**src/rtl/ssi_pos_pkg.sv**
```systemverilog
package ssi_pos_pkg;
  typedef enum logic [1:0] {
    ST_READY = 2'd0,
    ST_SHIFT = 2'd1,
    ST_TAIL  = 2'd2
  } ssi_state_e;
endpackage

```
**src/rtl/ssi_clk_sync.sv**
```systemverilog
module ssi_clk_sync #(
  parameter int SYNC_STAGES = 2
) (
  input  logic clk,
  input  logic rst,
  input  logic ssi_clk_i,
  output logic rise_o,
  output logic fall_o
);
  // stages 0..SYNC_STAGES-1 synchronize, the last one holds the previous level
  logic [SYNC_STAGES:0] sync_q;

  always_ff @(posedge clk) begin
    if (rst) sync_q <= '1;
    else     sync_q <= {sync_q[SYNC_STAGES-1:0], ssi_clk_i};
  end

  assign rise_o =  sync_q[SYNC_STAGES-1] & ~sync_q[SYNC_STAGES];
  assign fall_o = ~sync_q[SYNC_STAGES-1] &  sync_q[SYNC_STAGES];
endmodule

```
**src/rtl/ssi_pos_hold.sv**
```systemverilog
module ssi_pos_hold #(
  parameter int WORD_W = 24
) (
  input  logic              clk,
  input  logic              rst,
  input  logic              load_en_i,
  input  logic              pos_vld_i,
  input  logic [WORD_W-1:0] pos_i,
  output logic [WORD_W-1:0] hold_o
);
  always_ff @(posedge clk) begin
    if (rst)                         hold_o <= '0;
    else if (load_en_i && pos_vld_i) hold_o <= pos_i;
  end
endmodule

```
**src/rtl/ssi_monoflop.sv**
```systemverilog
module ssi_monoflop #(
  parameter int MONO_CYC = 64
) (
  input  logic clk,
  input  logic rst,
  input  logic run_i,
  input  logic restart_i,
  output logic expire_o
);
  localparam int CW = $clog2(MONO_CYC + 1);
  localparam logic [CW-1:0] LAST = CW'(MONO_CYC - 1);

  logic [CW-1:0] cnt_q;

  always_ff @(posedge clk) begin
    if (rst || !run_i || restart_i) cnt_q <= '0;
    else if (cnt_q != LAST)         cnt_q <= cnt_q + 1'b1;
  end

  assign expire_o = run_i && !restart_i && (cnt_q == LAST);
endmodule

```
**src/rtl/ssi_tx_core.sv**
```systemverilog
module ssi_tx_core
  import ssi_pos_pkg::*;
#(
  parameter int WORD_W = 24
) (
  input  logic              clk,
  input  logic              rst,
  input  logic              rise_i,
  input  logic              fall_i,
  input  logic              expire_i,
  input  logic [WORD_W-1:0] hold_i,
  output ssi_state_e        state_o,
  output logic              data_o
);
  localparam int BCW = $clog2(WORD_W + 1);
  localparam logic [BCW-1:0] NBITS = BCW'(WORD_W);

  ssi_state_e        state_q;
  logic [WORD_W-1:0] shreg_q;
  logic [BCW-1:0]    bitcnt_q;
  logic              data_q;

  always_ff @(posedge clk) begin
    if (rst) begin
      state_q  <= ST_READY;
      shreg_q  <= '0;
      bitcnt_q <= '0;
      data_q   <= 1'b1;
    end else begin
      case (state_q)
        ST_READY: begin
          data_q <= 1'b1;
          if (fall_i) begin
            shreg_q  <= hold_i;
            bitcnt_q <= '0;
            state_q  <= ST_SHIFT;
          end
        end
        ST_SHIFT: begin
          if (expire_i) begin
            state_q <= ST_READY;
            data_q  <= 1'b1;
          end else if (rise_i) begin
            if (bitcnt_q == NBITS) begin
              data_q  <= 1'b0;
              state_q <= ST_TAIL;
            end else begin
              data_q   <= shreg_q[WORD_W-1];
              shreg_q  <= shreg_q << 1;
              bitcnt_q <= bitcnt_q + 1'b1;
            end
          end
        end
        ST_TAIL: begin
          if (expire_i) begin
            state_q <= ST_READY;
            data_q  <= 1'b1;
          end else begin
            data_q <= 1'b0;
          end
        end
        default: begin
          state_q <= ST_READY;
          data_q  <= 1'b1;
        end
      endcase
    end
  end

  assign state_o = state_q;
  assign data_o  = data_q;
endmodule

```
**src/rtl/ssi_pos_tx.sv**
```systemverilog
module ssi_pos_tx
  import ssi_pos_pkg::*;
#(
  parameter int WORD_W      = 24,
  parameter int MONO_CYC    = 64,
  parameter int SYNC_STAGES = 2
) (
  input  logic              clk,
  input  logic              rst,
  input  logic              ssi_clk_i,
  input  logic [WORD_W-1:0] pos_i,
  input  logic              pos_vld_i,
  output logic              ssi_data_o
);
  logic              rise, fall, expire;
  logic [WORD_W-1:0] hold;
  ssi_state_e        state;

  ssi_clk_sync #(.SYNC_STAGES(SYNC_STAGES)) u_sync (
    .clk(clk), .rst(rst), .ssi_clk_i(ssi_clk_i),
    .rise_o(rise), .fall_o(fall)
  );

  ssi_pos_hold #(.WORD_W(WORD_W)) u_hold (
    .clk(clk), .rst(rst), .load_en_i(state == ST_READY),
    .pos_vld_i(pos_vld_i), .pos_i(pos_i), .hold_o(hold)
  );

  ssi_monoflop #(.MONO_CYC(MONO_CYC)) u_mono (
    .clk(clk), .rst(rst), .run_i(state != ST_READY),
    .restart_i(fall), .expire_o(expire)
  );

  ssi_tx_core #(.WORD_W(WORD_W)) u_core (
    .clk(clk), .rst(rst), .rise_i(rise), .fall_i(fall),
    .expire_i(expire), .hold_i(hold), .state_o(state), .data_o(ssi_data_o)
  );
endmodule

```
**config.mk**
```make
export PLATFORM = sky130hd
export DESIGN_NAME = ssi_pos_tx
export DESIGN_NICKNAME = d
export VERILOG_FILES = /design/src/rtl/ssi_pos_pkg.sv /design/src/rtl/ssi_clk_sync.sv /design/src/rtl/ssi_pos_hold.sv /design/src/rtl/ssi_monoflop.sv /design/src/rtl/ssi_tx_core.sv /design/src/rtl/ssi_pos_tx.sv
export SDC_FILE = /design/constraint.sdc
export NUM_CORES = 1
export LEC_CHECK = 0
export BUFFER_PORTS_ARGS = -buffer_cell sky130_fd_sc_hd__buf_2
export CAP_MARGIN = 20
export CELL_PAD_IN_SITES_DETAIL_PLACEMENT = 0
export CELL_PAD_IN_SITES_GLOBAL_PLACEMENT = 2
export CORE_ASPECT_RATIO = 1.2
export CORE_MARGIN = 2
export CORE_UTILIZATION = 35
export CTS_CLUSTER_DIAMETER = 100
export DETAILED_ROUTE_END_ITERATION = 10
export HOLD_SLACK_MARGIN = 0.15
export PLACE_DENSITY = 0.81
export SETUP_SLACK_MARGIN = 0.02
export SYNTH_ARGS = -nofsm -noshare
export SYNTH_HDL_FRONTEND = slang
export SYNTH_SLANG_ARGS = --single-unit
```
**constraint.sdc**
```tcl
create_clock -name clk -period 2.8 [get_ports clk]
set_input_delay 0.84 -clock clk [delete_from_list [all_inputs] [get_ports clk]]
set_output_delay 0.84 -clock clk [all_outputs]
set_load 0.05 [all_outputs]
```
==> summary.md <==
| Metric | Value |
|---|---|
| Outcome | finished, final reports clean |
| Setup slack at placement | around 0.55 ns |
| Share of the clock period used by the worst path after layout | 0.7993 |
| Startpoint of the lowest-slack register-to-register path | u_mono.cnt_q[0]$_SDFFE_PP0P_ |
| Final number of hold-violating endpoints | 0 |
| Share of layout cells above drive strength 1 | 0.2332 |
| Crit path capture type | flop |
| Final-report max-slew violation count | 0 |
| Number of filler cells placed in the layout | 824 |
| Die outline area | about 0.0091 sq mm |
| WS Path Type | flop to flop |
| Via Count | about 2.1k |
| DP Area | roughly 0.003 sq mm |
| Number of flops mapped to enable cells by yosys | 0 |
| Commonest cells in the synthesized netlist | sky130_fd_sc_hd__dfxtp_1, sky130_fd_sc_hd__nand2_1, sky130_fd_sc_hd__a21oi_1, sky130_fd_sc_hd__nor2_1, sky130_fd_sc_hd__mux2i_1 |
| Resized cells post-CTS | 0 |
| Routed wire length | around 5500 um |
| Iter 0 DRT Violations | 71 |
| Hold_ws | roughly 0.42 ns |
| Worst Hold Endpoint | u_sync.sync_q[1]$_SDFF_PP1_ |
| Share of synthesized registers carrying an async set or reset | 0 |
| Least-Margin Pin Slew | a little over 0.6 ns |
| Data required time of the critical path | roughly 3 ns |
| Clock insertion delay at the later pin of the skew report | between 0.3 and 0.4 ns |
| Final setup skew | 0.01122 ns |
| Clock tree from TritonCTS | built |
| Final-report setup violation count | 0 |
| Maximum clock path buffer count | 2 |
| Clock slew at reported path FFs | 0.07 ns |
| Clock tree root buffer cell | sky130_fd_sc_hd__clkbuf_8 |
| Static Leak | 1.186 nW |
| GRT Resource Usage Total | 0.1299 |
| Number of hold-repair buffers added at the cts stage | 0 |
| Final Critical Period | between 2 and 2.5 ns |
| Design area | 0.003334 sq mm |
| CTS H-Tree Depth | 3 |
| Pin count of the biggest net entering global routing | 54 |
| Total area of multi-input combinational cells | 0.001444 sq mm |
| Number of max-capacitance violations reported | 0 |
| Worst Hold Path Cells | 1 |
| Detailed Routing Iterations Pass 1 | 4 |
| Top FF cell, synth | sky130_fd_sc_hd__dfxtp_1 |
| Wire length of the first global-routing pass | between 9000 and 10000 um |
| Area added between synthesis and finish | 14.08% |
| Worst-case setup margin in the final layout | approximately 0.56 ns |
| Min-delay src | u_sync.sync_q[0]$_SDFF_PP1_ |
| Initial antenna violation count | 0 |
| DRC | 0 |
| # clock sinks | 66 |
| R2R cell count | 7 |
| Port Buf Inserts | 28 |
| Initial Util | 0.3605 |
| Area share of the largest cell type after synthesis | 0.4521 |
| Total congestion overflow | 0 |
| Worst Path Max Fanout | 53 |
| Ant diodes | 0 |
| Net Count, Synth | about 350 |
| Chip Height | 104.1 um |
| Final GP Congestion | 0.7147 |
| Cell types occupying the most area after synthesis | sky130_fd_sc_hd__dfxtp_1, sky130_fd_sc_hd__a211oi_2, sky130_fd_sc_hd__mux2i_1 |
| Remaining antenna violation count after routing | 0 |
| Number of I/O pins | 29 |
| Critical Path AT | ~2.5 ns |
| # nets final | around 370 |
| Worst slew slack as a fraction of its limit | 0.5843 |
| Via count of the first global-routing pass | around 2.1k |
| R2r endpoint | u_core.bitcnt_q[1]$_SDFFE_PP0P_ |
| Die extent in x | between 80 and 90 um |
| Average cell area after synthesis | between 9 and 10 sq um |
| Std-Cell Rows | 36 |
| Class of the tightest hold or removal check | flop to flop |
| Most frequent cell after synthesis | sky130_fd_sc_hd__dfxtp_1 |
| Number of flip-flops and latches in the synthesized netlist | 66 |
| RSZ-0062 raised after global routing | false |
| Core area | between 0.008 and 0.009 sq mm |
| Count of cell types in the netlist | 36 |
| Fraction of the yosys area taken by sequential cells | 0.4521 |
| Total CTS buffers | 9 |
| Post-CTS Setup Inserts | 0 |
| Cell Area, Synth | slightly below 0.003 sq mm |
| Max VDD drop | 0.2885 mV |
| Routed WL per cell | between 10 and 15 um |
| Power density over cell area | about 740 mW/mm^2 |
| Dominant cell type by area after synthesis | sky130_fd_sc_hd__dfxtp_1 |
| Total chip power | approximately 0.0025 W |
| Sum of negative setup slack | 0 ns |
| Register area | about 0.0013 sq mm |
| HPWL Detailed | roughly 3500 um |
| Setup crit start kind | flop |
| Highest clock frequency the design can meet | ~450 MHz |
| Slack of the worst reg-to-reg path | 0.56 ns |
| Count of mapped cells out of synthesis | ~320 |
| Post-detailed-route via-to-cell ratio | 4.872 |
| Yosys warning count | 0 |
[kinds of logic after synthesis]
kind of cell / after synthesis / synth area share
and+or+nand+nor: 118 / 0.1811
AOI/OAI and AO/OA: 68 / 0.1862
DFF: 66 / 0.4521
buffers and inverters: 29 / 0.05393
muxes: 26 / 0.08904
adders and majority gates: 6 / 0.02568
xor gates and xnor gates: 4 / 0.01199
[routing by layer]
layer  vias up  part of all wire  GRT usage
met5         -                 0          0
met4         0             0.017    0.05604
met3         8             0.036    0.04286
met2        30              0.46     0.1953
met1       968              0.49     0.1680
li1       1128                 -          -
[critical path: stages, from the launching register on]
cell                      delay [ns]
sky130_fd_sc_hd__dfxtp_1        0.36
sky130_fd_sc_hd__ha_1           0.21
sky130_fd_sc_hd__nand3_2        0.13
sky130_fd_sc_hd__or3_1          0.51
sky130_fd_sc_hd__a31o_2         0.25
sky130_fd_sc_hd__buf_4          0.31
sky130_fd_sc_hd__or2_0          0.27
sky130_fd_sc_hd__a21oi_1        0.12
[cell usage in the layout, fill, tap and decap left out, types with 3 or more instances in the layout]
cell type / n
sky130_fd_sc_hd__a211oi_2: 23
sky130_fd_sc_hd__a21o_1: 3
sky130_fd_sc_hd__a21oi_1: 32
sky130_fd_sc_hd__buf_2: 28
sky130_fd_sc_hd__buf_4: 7
sky130_fd_sc_hd__bufinv_16: 3
sky130_fd_sc_hd__clkbuf_8: 9
sky130_fd_sc_hd__dfxtp_1: 66
sky130_fd_sc_hd__ha_1: 6
sky130_fd_sc_hd__inv_1: 4
sky130_fd_sc_hd__mux2i_1: 26
sky130_fd_sc_hd__nand2_1: 54
sky130_fd_sc_hd__nand2b_1: 7
sky130_fd_sc_hd__nand3_1: 6
sky130_fd_sc_hd__nor2_1: 29
sky130_fd_sc_hd__nor3_1: 4
sky130_fd_sc_hd__nor3b_1: 3
sky130_fd_sc_hd__o21ai_0: 3
sky130_fd_sc_hd__or2_2: 4
sky130_fd_sc_hd__xnor2_1: 3
[registers in the layout (all words and copies together) (netlist names)]
signal,flops
u_core.shreg_q,24
u_hold.hold_o,24
u_mono.cnt_q,7
u_core.bitcnt_q,5
u_sync.sync_q,3
u_core.state_o,2
u_core.data_o,1
[final cells by class]
class,count,share of cell area
multi-input cells,222,0.4330
flip-flops and latches,66,0.3962
repair buffers,35,0.05779
clock buffers,10,0.03827
well taps,95,0.03565
clock inverters,6,0.03452
inverters,4,0.004503
[through the flow]
| stage | cells | util |
|---|---|---|
| after global placement | 422 | 0.3813 |
| after CTS | 438 | 0.4113 |
| after global routing | 438 | 0.4113 |
| after detailed placement | 422 | 0.3813 |
| after floorplan | 317 | - |
| final | 438 | 0.4113 |
[report_power, final]
part / leakage (nW) / total (W) / internal, W / switching [W]
Sequential: 0.539 / 0.00107 / 0.00102 / 0.0000435
Clock: 0.117 / 0.000972 / 0.000595 / 0.000378
Combinational: 0.531 / 0.000431 / 0.000170 / 0.000261
[worst max-delay path by stage]
stage / startpoint / end / slack [ns] / cells past startpoint
final: u_mono.cnt_q[0]$_SDFFE_PP0P_ / u_core.bitcnt_q[1]$_SDFFE_PP0P_ / 0.56 / 7
after CTS: u_mono.cnt_q[1]$_SDFFE_PP0P_ / u_core.bitcnt_q[1]$_SDFFE_PP0P_ / 0.53 / 7
after floorplan: u_mono.cnt_q[0]$_SDFFE_PP0P_ / u_core.shreg_q[10]$_SDFFE_PP0P_ / 0.89 / 9
after global placement: u_mono.cnt_q[0]$_SDFFE_PP0P_ / u_core.bitcnt_q[1]$_SDFFE_PP0P_ / 0.59 / 7
after global routing: u_mono.cnt_q[0]$_SDFFE_PP0P_ / u_core.bitcnt_q[1]$_SDFFE_PP0P_ / 0.40 / 7
after detailed placement: u_mono.cnt_q[0]$_SDFFE_PP0P_ / u_core.bitcnt_q[1]$_SDFFE_PP0P_ / 0.55 / 7
Power figures use the tool's default switching activity.
